**src/rtl/cal_pkg.sv**
```systemverilog
package cal_pkg;
  localparam int unsigned REG_AW = 4;

  localparam logic [REG_AW-1:0] A_CTRL    = 4'h0;
  localparam logic [REG_AW-1:0] A_SEC     = 4'h1;
  localparam logic [REG_AW-1:0] A_MIN     = 4'h2;
  localparam logic [REG_AW-1:0] A_HOUR    = 4'h3;
  localparam logic [REG_AW-1:0] A_DAY_LO  = 4'h4;
  localparam logic [REG_AW-1:0] A_DAY_HI  = 4'h5;
  localparam logic [REG_AW-1:0] A_AMIN    = 4'h6;
  localparam logic [REG_AW-1:0] A_AHOUR   = 4'h7;
  localparam logic [REG_AW-1:0] A_ADAY_LO = 4'h8;
  localparam logic [REG_AW-1:0] A_ADAY_HI = 4'h9;

  localparam int unsigned CB_RUN    = 0;
  localparam int unsigned CB_IRQ_EN = 1;
  localparam int unsigned CB_FLAG   = 2;
  localparam int unsigned CB_MIN_EN = 3;
  localparam int unsigned CB_HR_EN  = 4;
  localparam int unsigned CB_DAY_EN = 5;

  localparam logic [7:0] SEC_LAST  = 8'h59;
  localparam logic [7:0] MIN_LAST  = 8'h59;
  localparam logic [7:0] HOUR_LAST = 8'h23;

  typedef struct packed {
    logic day_en;
    logic hr_en;
    logic min_en;
    logic irq_en;
    logic run;
  } ctrl_t;

  // {carry, next value}: wrap at or above the top value, else a BCD step
  function automatic logic [8:0] bcd_advance(input logic [7:0] cur,
                                             input logic [7:0] last);
    logic [3:0] tens;
    tens = cur[7:4] + 4'd1;
    if (cur >= last)
      return 9'h100;
    else if (cur[3:0] >= 4'd9)
      return {1'b0, tens, 4'd0};
    else
      return {1'b0, cur[7:4], cur[3:0] + 4'd1};
  endfunction
endpackage

```
**src/rtl/cal_bcd_field.sv**
```systemverilog
module cal_bcd_field
  import cal_pkg::*;
#(
  parameter logic [7:0] LAST = 8'h59
) (
  input  logic       clk,
  input  logic       rst_n,
  input  logic       step,
  input  logic       wr_en,
  input  logic [7:0] wr_data,
  output logic [7:0] value,
  output logic [7:0] value_next,
  output logic       carry
);
  logic [8:0] adv;

  assign adv        = bcd_advance(value, LAST);
  assign value_next = step ? adv[7:0] : value;
  assign carry      = step & adv[8];

  always_ff @(posedge clk) begin
    if (!rst_n)     value <= 8'h00;
    else if (wr_en) value <= wr_data;
    else            value <= value_next;
  end
endmodule

```
**src/rtl/cal_day_count.sv**
```systemverilog
module cal_day_count #(
  parameter int unsigned DAY_W = 15
) (
  input  logic                clk,
  input  logic                rst_n,
  input  logic                step,
  input  logic                wr_lo,
  input  logic                wr_hi,
  input  logic [7:0]          wr_lo_data,
  input  logic [DAY_W-9:0]    wr_hi_data,
  output logic [DAY_W-1:0]    value,
  output logic [DAY_W-1:0]    value_next
);
  logic [DAY_W-1:0] merged;

  assign value_next = step ? DAY_W'(value + 1'b1) : value;

  always_comb begin
    merged = value_next;
    if (wr_lo) merged[7:0]       = wr_lo_data;
    if (wr_hi) merged[DAY_W-1:8] = wr_hi_data;
  end

  always_ff @(posedge clk) begin
    if (!rst_n) value <= '0;
    else        value <= merged;
  end
endmodule

```
**src/rtl/cal_alarm_unit.sv**
```systemverilog
module cal_alarm_unit #(
  parameter int unsigned DAY_W = 15
) (
  input  logic             clk,
  input  logic             rst_n,
  input  logic             wr_min,
  input  logic             wr_hr,
  input  logic             wr_lo,
  input  logic             wr_hi,
  input  logic [7:0]       wr_data,
  input  logic             eval,
  input  logic             min_en,
  input  logic             hr_en,
  input  logic             day_en,
  input  logic [7:0]       cur_min,
  input  logic [7:0]       cur_hr,
  input  logic [DAY_W-1:0] cur_day,
  output logic [7:0]       alm_min,
  output logic [7:0]       alm_hr,
  output logic [DAY_W-1:0] alm_day,
  output logic             hit
);
  logic any_en, min_ok, hr_ok, day_ok;

  assign any_en = min_en | hr_en | day_en;
  assign min_ok = !min_en || (cur_min == alm_min);
  assign hr_ok  = !hr_en  || (cur_hr  == alm_hr);
  assign day_ok = !day_en || (cur_day == alm_day);
  assign hit    = eval & any_en & min_ok & hr_ok & day_ok;

  always_ff @(posedge clk) begin
    if (!rst_n) begin
      alm_min <= 8'h00;
      alm_hr  <= 8'h00;
      alm_day <= '0;
    end else begin
      if (wr_min) alm_min <= wr_data;
      if (wr_hr)  alm_hr  <= wr_data;
      if (wr_lo)  alm_day[7:0] <= wr_data;
      if (wr_hi)  alm_day[DAY_W-1:8] <= wr_data[DAY_W-9:0];
    end
  end
endmodule

```
**src/rtl/cal_timekeeper.sv**
```systemverilog
module cal_timekeeper
  import cal_pkg::*;
#(
  parameter int unsigned DAY_W = 15
) (
  input  logic              clk,
  input  logic              rst_n,
  input  logic              sec_tick,
  input  logic [REG_AW-1:0] reg_addr,
  input  logic              reg_wr,
  input  logic [7:0]        reg_wdata,
  output logic [7:0]        reg_rdata,
  output logic              alarm_irq
);
  localparam int unsigned HI_PAD = 16 - DAY_W;

  ctrl_t            ctrl_q;
  logic             alm_flag_q;
  logic             wr_ctrl, wr_sec, wr_min, wr_hr, wr_dlo, wr_dhi;
  logic             wr_amin, wr_ahr, wr_alo, wr_ahi;
  logic             cal_busy, step_sec, carry_sec, carry_min, carry_hr;
  logic             alarm_eval, alarm_hit;
  logic [7:0]       sec_q, min_q, hr_q, sec_nx, min_nx, hr_nx;
  logic [7:0]       amin_q, ahr_q;
  logic [DAY_W-1:0] day_q, day_nx, aday_q;

  // register decode
  assign wr_ctrl = reg_wr && (reg_addr == A_CTRL);
  assign wr_sec  = reg_wr && (reg_addr == A_SEC);
  assign wr_min  = reg_wr && (reg_addr == A_MIN);
  assign wr_hr   = reg_wr && (reg_addr == A_HOUR);
  assign wr_dlo  = reg_wr && (reg_addr == A_DAY_LO);
  assign wr_dhi  = reg_wr && (reg_addr == A_DAY_HI);
  assign wr_amin = reg_wr && (reg_addr == A_AMIN);
  assign wr_ahr  = reg_wr && (reg_addr == A_AHOUR);
  assign wr_alo  = reg_wr && (reg_addr == A_ADAY_LO);
  assign wr_ahi  = reg_wr && (reg_addr == A_ADAY_HI);

  // carry chain
  assign step_sec   = sec_tick & ctrl_q.run;
  assign cal_busy   = step_sec;
  assign alarm_eval = carry_sec;

  cal_bcd_field #(.LAST(SEC_LAST)) u_sec (
    .clk(clk), .rst_n(rst_n), .step(step_sec), .wr_en(wr_sec),
    .wr_data(reg_wdata), .value(sec_q), .value_next(sec_nx), .carry(carry_sec));

  cal_bcd_field #(.LAST(MIN_LAST)) u_min (
    .clk(clk), .rst_n(rst_n), .step(carry_sec), .wr_en(wr_min),
    .wr_data(reg_wdata), .value(min_q), .value_next(min_nx), .carry(carry_min));

  cal_bcd_field #(.LAST(HOUR_LAST)) u_hour (
    .clk(clk), .rst_n(rst_n), .step(carry_min), .wr_en(wr_hr),
    .wr_data(reg_wdata), .value(hr_q), .value_next(hr_nx), .carry(carry_hr));

  cal_day_count #(.DAY_W(DAY_W)) u_day (
    .clk(clk), .rst_n(rst_n), .step(carry_hr), .wr_lo(wr_dlo), .wr_hi(wr_dhi),
    .wr_lo_data(reg_wdata), .wr_hi_data(reg_wdata[DAY_W-9:0]),
    .value(day_q), .value_next(day_nx));

  cal_alarm_unit #(.DAY_W(DAY_W)) u_alarm (
    .clk(clk), .rst_n(rst_n), .wr_min(wr_amin), .wr_hr(wr_ahr),
    .wr_lo(wr_alo), .wr_hi(wr_ahi), .wr_data(reg_wdata), .eval(alarm_eval),
    .min_en(ctrl_q.min_en), .hr_en(ctrl_q.hr_en), .day_en(ctrl_q.day_en),
    .cur_min(min_nx), .cur_hr(hr_nx), .cur_day(day_nx),
    .alm_min(amin_q), .alm_hr(ahr_q), .alm_day(aday_q), .hit(alarm_hit));

  // control byte and alarm flag
  always_ff @(posedge clk) begin
    if (!rst_n) begin
      ctrl_q     <= '0;
      alm_flag_q <= 1'b0;
    end else begin
      if (wr_ctrl) begin
        ctrl_q.run    <= reg_wdata[CB_RUN];
        ctrl_q.irq_en <= reg_wdata[CB_IRQ_EN];
        ctrl_q.min_en <= reg_wdata[CB_MIN_EN];
        ctrl_q.hr_en  <= reg_wdata[CB_HR_EN];
        ctrl_q.day_en <= reg_wdata[CB_DAY_EN];
      end
      if (alarm_hit)
        alm_flag_q <= 1'b1;
      else if (wr_ctrl && reg_wdata[CB_FLAG])
        alm_flag_q <= 1'b0;
    end
  end

  assign alarm_irq = alm_flag_q & ctrl_q.irq_en;

  // read-back
  always_comb begin
    case (reg_addr)
      A_CTRL:    reg_rdata = {cal_busy, 1'b0, ctrl_q.day_en, ctrl_q.hr_en,
                              ctrl_q.min_en, alm_flag_q, ctrl_q.irq_en, ctrl_q.run};
      A_SEC:     reg_rdata = sec_q;
      A_MIN:     reg_rdata = min_q;
      A_HOUR:    reg_rdata = hr_q;
      A_DAY_LO:  reg_rdata = day_q[7:0];
      A_DAY_HI:  reg_rdata = {{HI_PAD{1'b0}}, day_q[DAY_W-1:8]};
      A_AMIN:    reg_rdata = amin_q;
      A_AHOUR:   reg_rdata = ahr_q;
      A_ADAY_LO: reg_rdata = aday_q[7:0];
      A_ADAY_HI: reg_rdata = {{HI_PAD{1'b0}}, aday_q[DAY_W-1:8]};
      default:   reg_rdata = 8'h00;
    endcase
  end
endmodule

```
**config.mk**
```make
export PLATFORM = sky130hd
export DESIGN_NAME = cal_timekeeper
export DESIGN_NICKNAME = d
export VERILOG_FILES = /design/src/rtl/cal_pkg.sv /design/src/rtl/cal_bcd_field.sv /design/src/rtl/cal_day_count.sv /design/src/rtl/cal_alarm_unit.sv /design/src/rtl/cal_timekeeper.sv
export SDC_FILE = /design/constraint.sdc
export NUM_CORES = 1
export LEC_CHECK = 0
export CORE_MARGIN = 8
export CORE_UTILIZATION = 49
export DETAILED_ROUTE_END_ITERATION = 8
export DONT_BUFFER_PORTS = 1
export GPL_TIMING_DRIVEN = 0
export SLEW_MARGIN = 20
export SYNTH_ARGS = -nofsm -noshare
export SYNTH_HDL_FRONTEND = slang
export SYNTH_SLANG_ARGS = --single-unit
```
**constraint.sdc**
```tcl
create_clock -name clk -period 3.89 [get_ports clk]
set_clock_uncertainty 0.15 [all_clocks]
set_input_delay 0 -clock clk [delete_from_list [all_inputs] [get_ports clk]]
set_output_delay 0 -clock clk [all_outputs]
set_load 0.02 [all_outputs]
```
After elaboration in Yosys (flattened, before gate mapping) --
Cells that the tools add are included.
Storage, ports and cells: flip-flop bits (word level) 76, bits of input ports 16, word-level logic and storage cells 91
Operators by class: order comparisons 6, reduce and logical (&&, ||, !) cells 22, bitwise gates (word level) 11, muxes and demuxes 18, add/sub/neg operators 7, eq/ne operators 12
Operators with widths (number):
- two-way mux 8 bit | 10
- one-hot mux 8 bit (10 select lines) | 1
- two-way mux 9 bit | 3
- adder 4 x 1 -> 4 bit, second input constant | 6
- equality test 4 x 3 -> 1 bit, second input constant | 4
- equality test 8 bit | 2
- greater-or-equal comparator 8 x 7 -> 1 bit, second input constant | 2
- adder 15 x 1 -> 15 bit, second input constant | 1
- equality test 15 bit | 1
- two-way mux 15 bit | 1
- greater-or-equal comparator 4 bit, second input constant | 3
- logical AND 1 bit | 11
- AND 1 bit | 9
- equality test 4 x 2 -> 1 bit, second input constant | 2
- equality test 4 bit, second input constant | 2
- greater-or-equal comparator 8 x 6 -> 1 bit, second input constant | 1
- two-way mux 7 bit | 1
- equality test 4 x 1 -> 1 bit, second input constant | 1
- zero test 4 bit | 1
- nonzero test 2 bit | 2
- zero test 1 bit | 3
- logical OR 1 bit | 3
- nonzero test 3 bit | 1
- two-way mux 1 bit | 2
- other kinds (2) | 3

Depth between registers and ports, before layout --
Gate-level depths: netlist of the first run.
depth after elaboration 11, mapped depth 11, depth with buffers taken out 10

Hierarchy --
From an unflattened synthesis of the first run, not the netlist that was laid out.
Unflattened totals: cell total of the unflattened synthesis 626, area total of the unflattened synthesis 5560.3 µm²
Modules (own cells, without submodules):
- cal_alarm_unit | seq. area each 620.6 µm², area an instance 1510.2 µm², instances 1, cells an instance 144
- cal_timekeeper | seq. area each 120.1 µm², area an instance 1312.5 µm², instances 1, cells an instance 169
- cal_bcd_field (u_min ...) | seq. area each 160.2 µm², area an instance 603.1 µm², instances 2, cells an instance 72
- cal_day_count | seq. area each 300.3 µm², area an instance 904.6 µm², instances 1, cells an instance 94
- cal_bcd_field (u_hour) | seq. area each 160.2 µm², area an instance 626.9 µm², instances 1, cells an instance 75

Worst setup path after synthesis of the first run --
No wires, ideal clock.
path kind register to register, start point register u_min.value[0], end point register alm_flag_q, slack 1.011 ns, required time 3.656 ns, arrival time 2.645 ns, stages on the path, launching flop included 12, buffers on the path 1, cell sequence dfxtp_1 > inv_1 > ha_1 > nor3b_2 > o21ai_1 > clkbuf_1 > a31oi_1 > or3b_1 > a2111o_1 > nor4_2 > a21boi_1 > o31ai_2
On the way: cells in the longest elaborated chain, start to end 10, elaborated cells between the ends (all ways) 21
Ends and longest elaborated chain:
- start, declared | RTL line cal_bcd_field.sv:11 | output logic [7:0] value,
- start signal, assigned | RTL line cal_bcd_field.sv:23 | else if (wr_en) value <= wr_data;
- start signal, assigned | RTL line cal_bcd_field.sv:24 | else value <= value_next;
- adder 4 x 1 -> 4 bit / greater-or-equal comparator 4 bit (equally long branches) | RTL line cal_pkg.sv:44, cal_pkg.sv:41
- two-way mux 8 bit | RTL line cal_pkg.sv:41 | else if (cur[3:0] >= 4'd9)
- two-way mux 9 bit | RTL line cal_pkg.sv:39 | if (cur >= last)
- two-way mux 8 bit | RTL line cal_bcd_field.sv:18 | assign value_next = step ? adv[7:0] : value;
- equality test 8 bit | RTL line cal_alarm_unit.sv:26 | assign min_ok = !min_en || (cur_min == alm_min);
- logical OR 1 bit | RTL line cal_alarm_unit.sv:26
- AND 1 bit (2 in a row) | RTL line cal_alarm_unit.sv:29 | assign hit = eval & any_en & min_ok & hr_ok & day_ok;
- AND 1 bit (*) | RTL line cal_alarm_unit.sv:29
- two-way mux 1 bit / nonzero test 2 bit (equally long branches)
- end signal, assigned | RTL line cal_timekeeper.sv:72 | alm_flag_q <= 1'b0;
- end signal, assigned | RTL line cal_timekeeper.sv:82 | alm_flag_q <= 1'b1;
- end signal, assigned | RTL line cal_timekeeper.sv:84 | alm_flag_q <= 1'b0;
- end, declared | RTL line cal_timekeeper.sv:18 | logic alm_flag_q;
Every way passes the cells marked *; elsewhere a longest branch is shown, timed or not. A chain may end at the register's enable or synchronous reset.

Final worst setup path of the first run --
Ends and elaborated chain as after synthesis.

==> results of run 1 <==
-- metrics by stage --
stage	setup WS, ns	utilization (%)	hold slack [ns]	power [mW]
2_1_floorplan	1.01	-	-0.00508	0.948
3_3_place_gp	0.283	50.9	0.00698	1.01
3_5_place_dp	0.311	50.9	0.0122	1.01
4_1_cts	0.271	53.8	0.00852	1.81
5_1_grt	0.00722	53.8	0.0472	1.86
6_report	0.157	53.8	0.0262	1.81
-- worst paths after layout --
| kind | startpoint | slack [ns] | cells after the start | endpoint |
|---|---|---|---|---|
| min reg2reg | u_alarm.alm_day[13] | 0.36 | 2 | u_alarm.alm_day[13] |
| max | u_min.value[0] | 0.16 | 11 | alm_flag_q |
| min | reg_addr[1] | 0.03 | 5 | u_sec.value[1] |
| max reg2reg | u_min.value[0] | 0.16 | 11 | alm_flag_q |
-- final cells by class --
| class | instances | area [um2] | area share [%] |
|---|---|---|---|
| antenna | 1 | 2.50 | 0.0414 |
| buffer | 47 | 181 | 3.00 |
| clock buffer | 10 | 239 | 3.96 |
| clock inverter | 5 | 37.5 | 0.621 |
| inverter | 18 | 67.6 | 1.12 |
| multi-input combinational | 548 | 3760 | 62.3 |
| sequential | 76 | 1520 | 25.2 |
| tap | 143 | 179 | 2.96 |
| timing repair buffer | 5 | 50.0 | 0.828 |
-- layout by cell type, fill, tap and decap left out, types with 18 or more instances in the layout --
cell and count:
mux2i_1 35, clkbuf_1 43, o211a_1 28, nand3_1 47
dfxtp_1 76, o21ai_0 21, a21boi_0 26, nand2_1 95
inv_1 18, nor2b_1 38, nor2_1 25
-- critical path, cell delays in order, from the launching register on --
cell	delay, ns
dfxtp_1	0.49
inv_1	0.11
ha_1	0.20
nor3b_2	0.19
o21ai_1	0.25
clkbuf_1	0.47
a31oi_1	0.18
or3b_1	0.38
a2111o_1	0.44
nor4_2	0.36
a21boi_1	0.19
o31ai_2	0.22
-- cell families after synthesis --
logic type,after synthesis,share of synthesized area (%)
buffers and inverters,65,4.50
muxes,40,7.55
AOI/OAI and AO/OA,167,23.7
xor gates and xnor gates,36,6.19
and+or+nand+nor,289,27.0
adders and majority gates,16,3.62
DFF,76,27.5
-- registers in the layout, summed over array words and instances (netlist names) --
signal           flops
u_alarm.alm_hr       8
u_hour.value         8
u_alarm.alm_min      8
u_alarm.alm_day     15
u_min.value          8
ctrl_q               5
u_sec.value          8
alm_flag_q           1
u_day.value         15
-- per-layer routing --
layer / routed length, um / global-route usage [%]
met5: 0 / 0
met4: 879 / 12.3
met3: 2210 / 6.72
met2: 9000 / 42.6
met1: 9070 / 38.6
-- power groups by stage --
stage / Combinational, mW / Clock [mW] / Sequential (mW)
2_1_floorplan: 0.129 / 0 / 0.819
3_3_place_gp: 0.182 / 0 / 0.828
3_5_place_dp: 0.184 / 0 / 0.828
4_1_cts: 0.192 / 0.810 / 0.811
5_1_grt: 0.209 / 0.843 / 0.813
6_report: 0.197 / 0.801 / 0.812
==> results.toml, run 1 <==
[global_routing]
grt_start_max_net_pins = 14
grt_pass1_wl_um = 31900
antenna_found_initial = 0
grt_usage_pct = 28.6
grt_pass1_vias = 5259
grt_overflow = 0

[sta]
final-setup-viol-count = 0
min_period_ns = 3.73
worstMarginPinSlew_ns = 0.932
maxSlewHeadroom_pct = 37.4
finalCritPeriodShare_pct = 96.0
timing.fmax_mhz = 268
hold_viol = 0
finalSetupTns_ns = 0
rsz0062_at_grt = "false"
slew_viol_final = 0

[outcome]
status = "finished clean"

[route]
avgRoutedWirePerCell_um = 24.8
drc = 0
routed_wl_um = 21200
vias = 5723
drtIter0Drc = 813
via_per_inst = 6.71
firstDrtPassIters = 6
ant_nets = 0

[place]
portBuffers = 0
place_area_um2 = 5710
dp_cells = 832
dp_hpwl_um = 15800
place_congestion = 1.00

[layout]
instances_no_fill = 853
fill_cells = 1127
fin_area_um2 = 6040
drive_gt1_share_pct = 4.51
area_growth_pct = 9.18
fin_nets = 737

[pwr]
p_sw_share_pct = 27.9
p_comb_share_pct = 10.9
peakVddDrop_mv = 0.235
cellPowerDensity_nw_per_um2 = 300
pwr-share-clk_pct = 44.2
p_leak_nw = 2.36
p_seq_share_pct = 44.9
intPower_mw = 1.30
p_switching_mw = 0.505

[die]
dieArea_um2 = 15000
initial_core_util_pct = 49.3
fp.coreArea_um2 = 11200
ios = 25
die_y_um = 122
die_width_um = 122
rows = 39

[synth]
synth_largest_area_cell = "dfxtp_1"
seq_area_frac_synth_pct = 27.5
synth_top_area_share_pct = 27.5
synth_common_cells = "nand2_1 (95), dfxtp_1 (76), nand3_1 (47), clkbuf_1 (43), nor2b_1 (38)"
ys.flop_type = "dfxtp_1"
netlist_area_um2 = 5530
synth_edf_count = 0
yosys_warnings = 0
synth_seq_cells = 76
synth_nets = 721
synthTopCellsByArea = "dfxtp_1 (27%), nand2_1 (6.4%), mux2i_1 (6.3%)"
synth_cells = 689
synth.most_common_cell = "nand2_1"
ys_types = 71
synthArstFlopShare_pct = 0
avgSynthCellArea_um2 = 8.03

[setup_path]
crit_arrival_ns = 3.84
worstPathMaxFanout = 10
end_kind = "register"
cp-start-kind = "register"
crit_type = "reg -> reg"
worstPathRequired_ns = 4.00

[cts]
clock_tree.root_cell = "clkbuf_16"
insertion_delay_ns = 0.35
clk_pin_slew_ns = 0.06
cts-hold-fix-buffers = 5
postCtsSetupBuffers = 0
cts_tree = "yes"
cts_sinks = 76
post_cts_resized = 0
cts_buffer_depth = 2
htreeDepth = 3
numCtsBuffers = 9

[worst_hold_path]
hold_class = "in -> reg"

[job]
drv_cap = 0
No activity file was read; power rests on OpenSTA's default activity.
==> inputs of run 2 (changes only) <==
--- a/config.mk
+++ b/config.mk
@@ -5,11 +5,13 @@
 export SDC_FILE = /design/constraint.sdc
 export NUM_CORES = 1
 export LEC_CHECK = 0
+export CORE_ASPECT_RATIO = 0.6
 export CORE_MARGIN = 8
 export CORE_UTILIZATION = 49
 export DETAILED_ROUTE_END_ITERATION = 8
 export DONT_BUFFER_PORTS = 1
 export GPL_TIMING_DRIVEN = 0
+export REMOVE_ABC_BUFFERS = 1
 export SLEW_MARGIN = 20
 export SYNTH_ARGS = -nofsm -noshare
 export SYNTH_HDL_FRONTEND = slang
==> run 2 against run 1 <==
  * Clock power is 10% higher
  * First-iteration DRC count is 20% lower
  * Critical path type unchanged
  * Combinational power is 9% lower
  * Highest routed layer is now met5
  * Setup slack worse by 0.11 ns
  * Global-route usage is 1.9 points lower
  * Sequential power hardly changed
  * Non-clock buffer count is 28 lower
  * Power is 3.7% higher
==> results.toml, run 2 (synthesized netlist as in run 1, its figures left out) <==
[global_routing]
grt_pass1_vias = 5203
antenna_found_initial = 2
grt_usage_pct = 26.7
grt_pass1_wl_um = 31200
grt_start_max_net_pins = 79
grt_overflow = 0

[route]
met1Wirelength_um = 9150
firstDrtPassIters = 5
drtIter0Drc = 650
ant_nets = 0
highest_layer = "met5"
vias = 5681
routed_wl_um = 20300
drc = 0
avgRoutedWirePerCell_um = 24.6
wl_met3_um = 2300
wl_met2_um = 8470
via_per_inst = 6.87

[die]
ios = 25
fp.coreArea_um2 = 11100
rows = 30
dieArea_um2 = 15100
initial_core_util_pct = 49.6
die_width_um = 153
die_y_um = 98.3

[pwr]
peakVddDrop_mv = 0.198
p_total_mw = 1.88
cellPowerDensity_nw_per_um2 = 307
p_leak_nw = 2.43

[setup_path]
cp.depth = 10
startpoint = "u_min.value[1]"
crit_path_end = "alm_flag_q"
crit_chain = "inv_1 > ha_1 > nor3b_2 > o21a_1 > nor3_2 > o2bb2ai_1 > xor2_1 > a2111oi_0 > a21oi_1 > o31ai_2"
rr_endpoint = "alm_flag_q"
end_kind = "register"
cp-start-kind = "register"
critPathMaxStageDelay_ns = 0.65
cp_num_buf_inv = 1
ff2ff_path_depth = 10
worstPathMaxFanout = 14
crit_arrival_ns = 3.95
crit_type = "reg -> reg"
slowest_stage = "a2111oi_0"
worstPathRequired_ns = 4.00
rr_startpoint = "u_min.value[1]"
critPathTopFamily = "compound AO/OA/AOI/OAI gates"
r2r_slack_ns = 0.05

[sta]
hold_viol = 0
worstMarginPinSlew_ns = 1.06
hold_slack_ns = 0.0180
min_period_ns = 3.84
final-setup-viol-count = 0
finalCritPeriodShare_pct = 98.8
rsz0062_at_grt = "false"
maxSlewHeadroom_pct = 28.9
timing.fmax_mhz = 260
slew_viol_final = 0

[cts]
clk_pin_slew_ns = 0.07
cts_sinks = 76
cts_tree = "yes"
cts_buffer_depth = 2
numCtsBuffers = 9
htreeDepth = 3
insertion_delay_ns = 0.35
clock_tree.root_cell = "clkbuf_16"

[worst_hold_path]
hold_class = "in -> reg"
min-delay-start = "reg_wr"

[job]
drv_cap = 0

[place]
place_congestion = 0.948
portBuffers = 0
dp_hpwl_um = 14000

[layout]
final_cell_mix = "nand2_1 (95), dfxtp_1 (76), nand3_1 (47)"
fill_cells = 1040
top_regs = "u_alarm.alm_day x15, u_day.value x15"
fin_nets = 709
area_growth_pct = 10.6
drive_gt1_share_pct = 5.57
final_common_cell = "nand2_1"

[outcome]
status = "finished clean"
==> run 2: changes by cell type in the layout (fill, tap and decap cells not counted), moves of 2 or more <==
cell | before | now
nor3_2 | 0 | 3
buf_1 | 2 | 0
dlygate4sd3_1 | 5 | 20
clkbuf_1 | 43 | 1
clkinvlp_4 | 2 | 0
nor3_1 | 14 | 11
==> run 2: cell type report <==
cell class,count,area [um2],area share (%)
Sequential cell,76,1520,24.9
Clock inverter,6,72.6,1.19
Multi-Input combinational cell,548,3790,62.0
Tap cell,144,180,2.94
Antenna cell,1,2.50,0.0409
Timing Repair Buffer,24,254,4.15
Inverter,18,67.6,1.10
Clock buffer,10,229,3.74
==> run 2: timing repair <==
action | in CTS | in global routing
pin swaps | 0 | 1
buffers inserted | 0 | 2
endpoints found under the setup margin | 1 | 1
endpoints found under the hold margin | 76 | 0
hold buffers | 21 | 0
gates resized for setup | 2 | 1
==> run 2: worst min-delay path by stage <==
stage | end | slack (ns) | cells past startpoint
after floorplan | u_sec.value[0] | -0.02 | 1
after global placement | u_alarm.alm_min[7] | -0.01 | 1
after detailed placement | u_sec.value[6] | -0.005 | 1
after CTS | u_min.value[6] | 0.009 | 3
after global routing | u_min.value[6] | 0.05 | 3
final | u_hour.value[2] | 0.02 | 2
==> run 2: stage by stage <==
step / cell area (um2) / TNS, ns / utilization [%] / setup WS, ns / instances
2_1_floorplan: 5350 / 0 / - / 0.958 / 642
3_3_place_gp: 5530 / -0.0549 / 49.6 / -0.0549 / 786
3_5_place_dp: 5550 / -0.0884 / 49.8 / -0.0884 / 787
4_1_cts: 6090 / 0 / 54.6 / 0.0863 / 824
5_1_grt: 6120 / 0 / 54.9 / 0.0104 / 826
6_report: 6120 / 0 / 54.9 / 0.0471 / 827
==> run 2: routing by layer <==
metal | up-vias | track usage [%]
li1 | 2520 | -
met5 | - | 0
met4 | 2 | 7.41
met2 | 347 | 38.3
met3 | 43 | 7.58
met1 | 2769 | 37.8
==> run 2: power breakdown <==
group,switching (mW),leakage [nW],total [mW],internal (mW)
sequential,0.0236,0.614,0.814,0.790
combinational,0.108,1.67,0.179,0.0708
clock,0.378,0.149,0.884,0.506
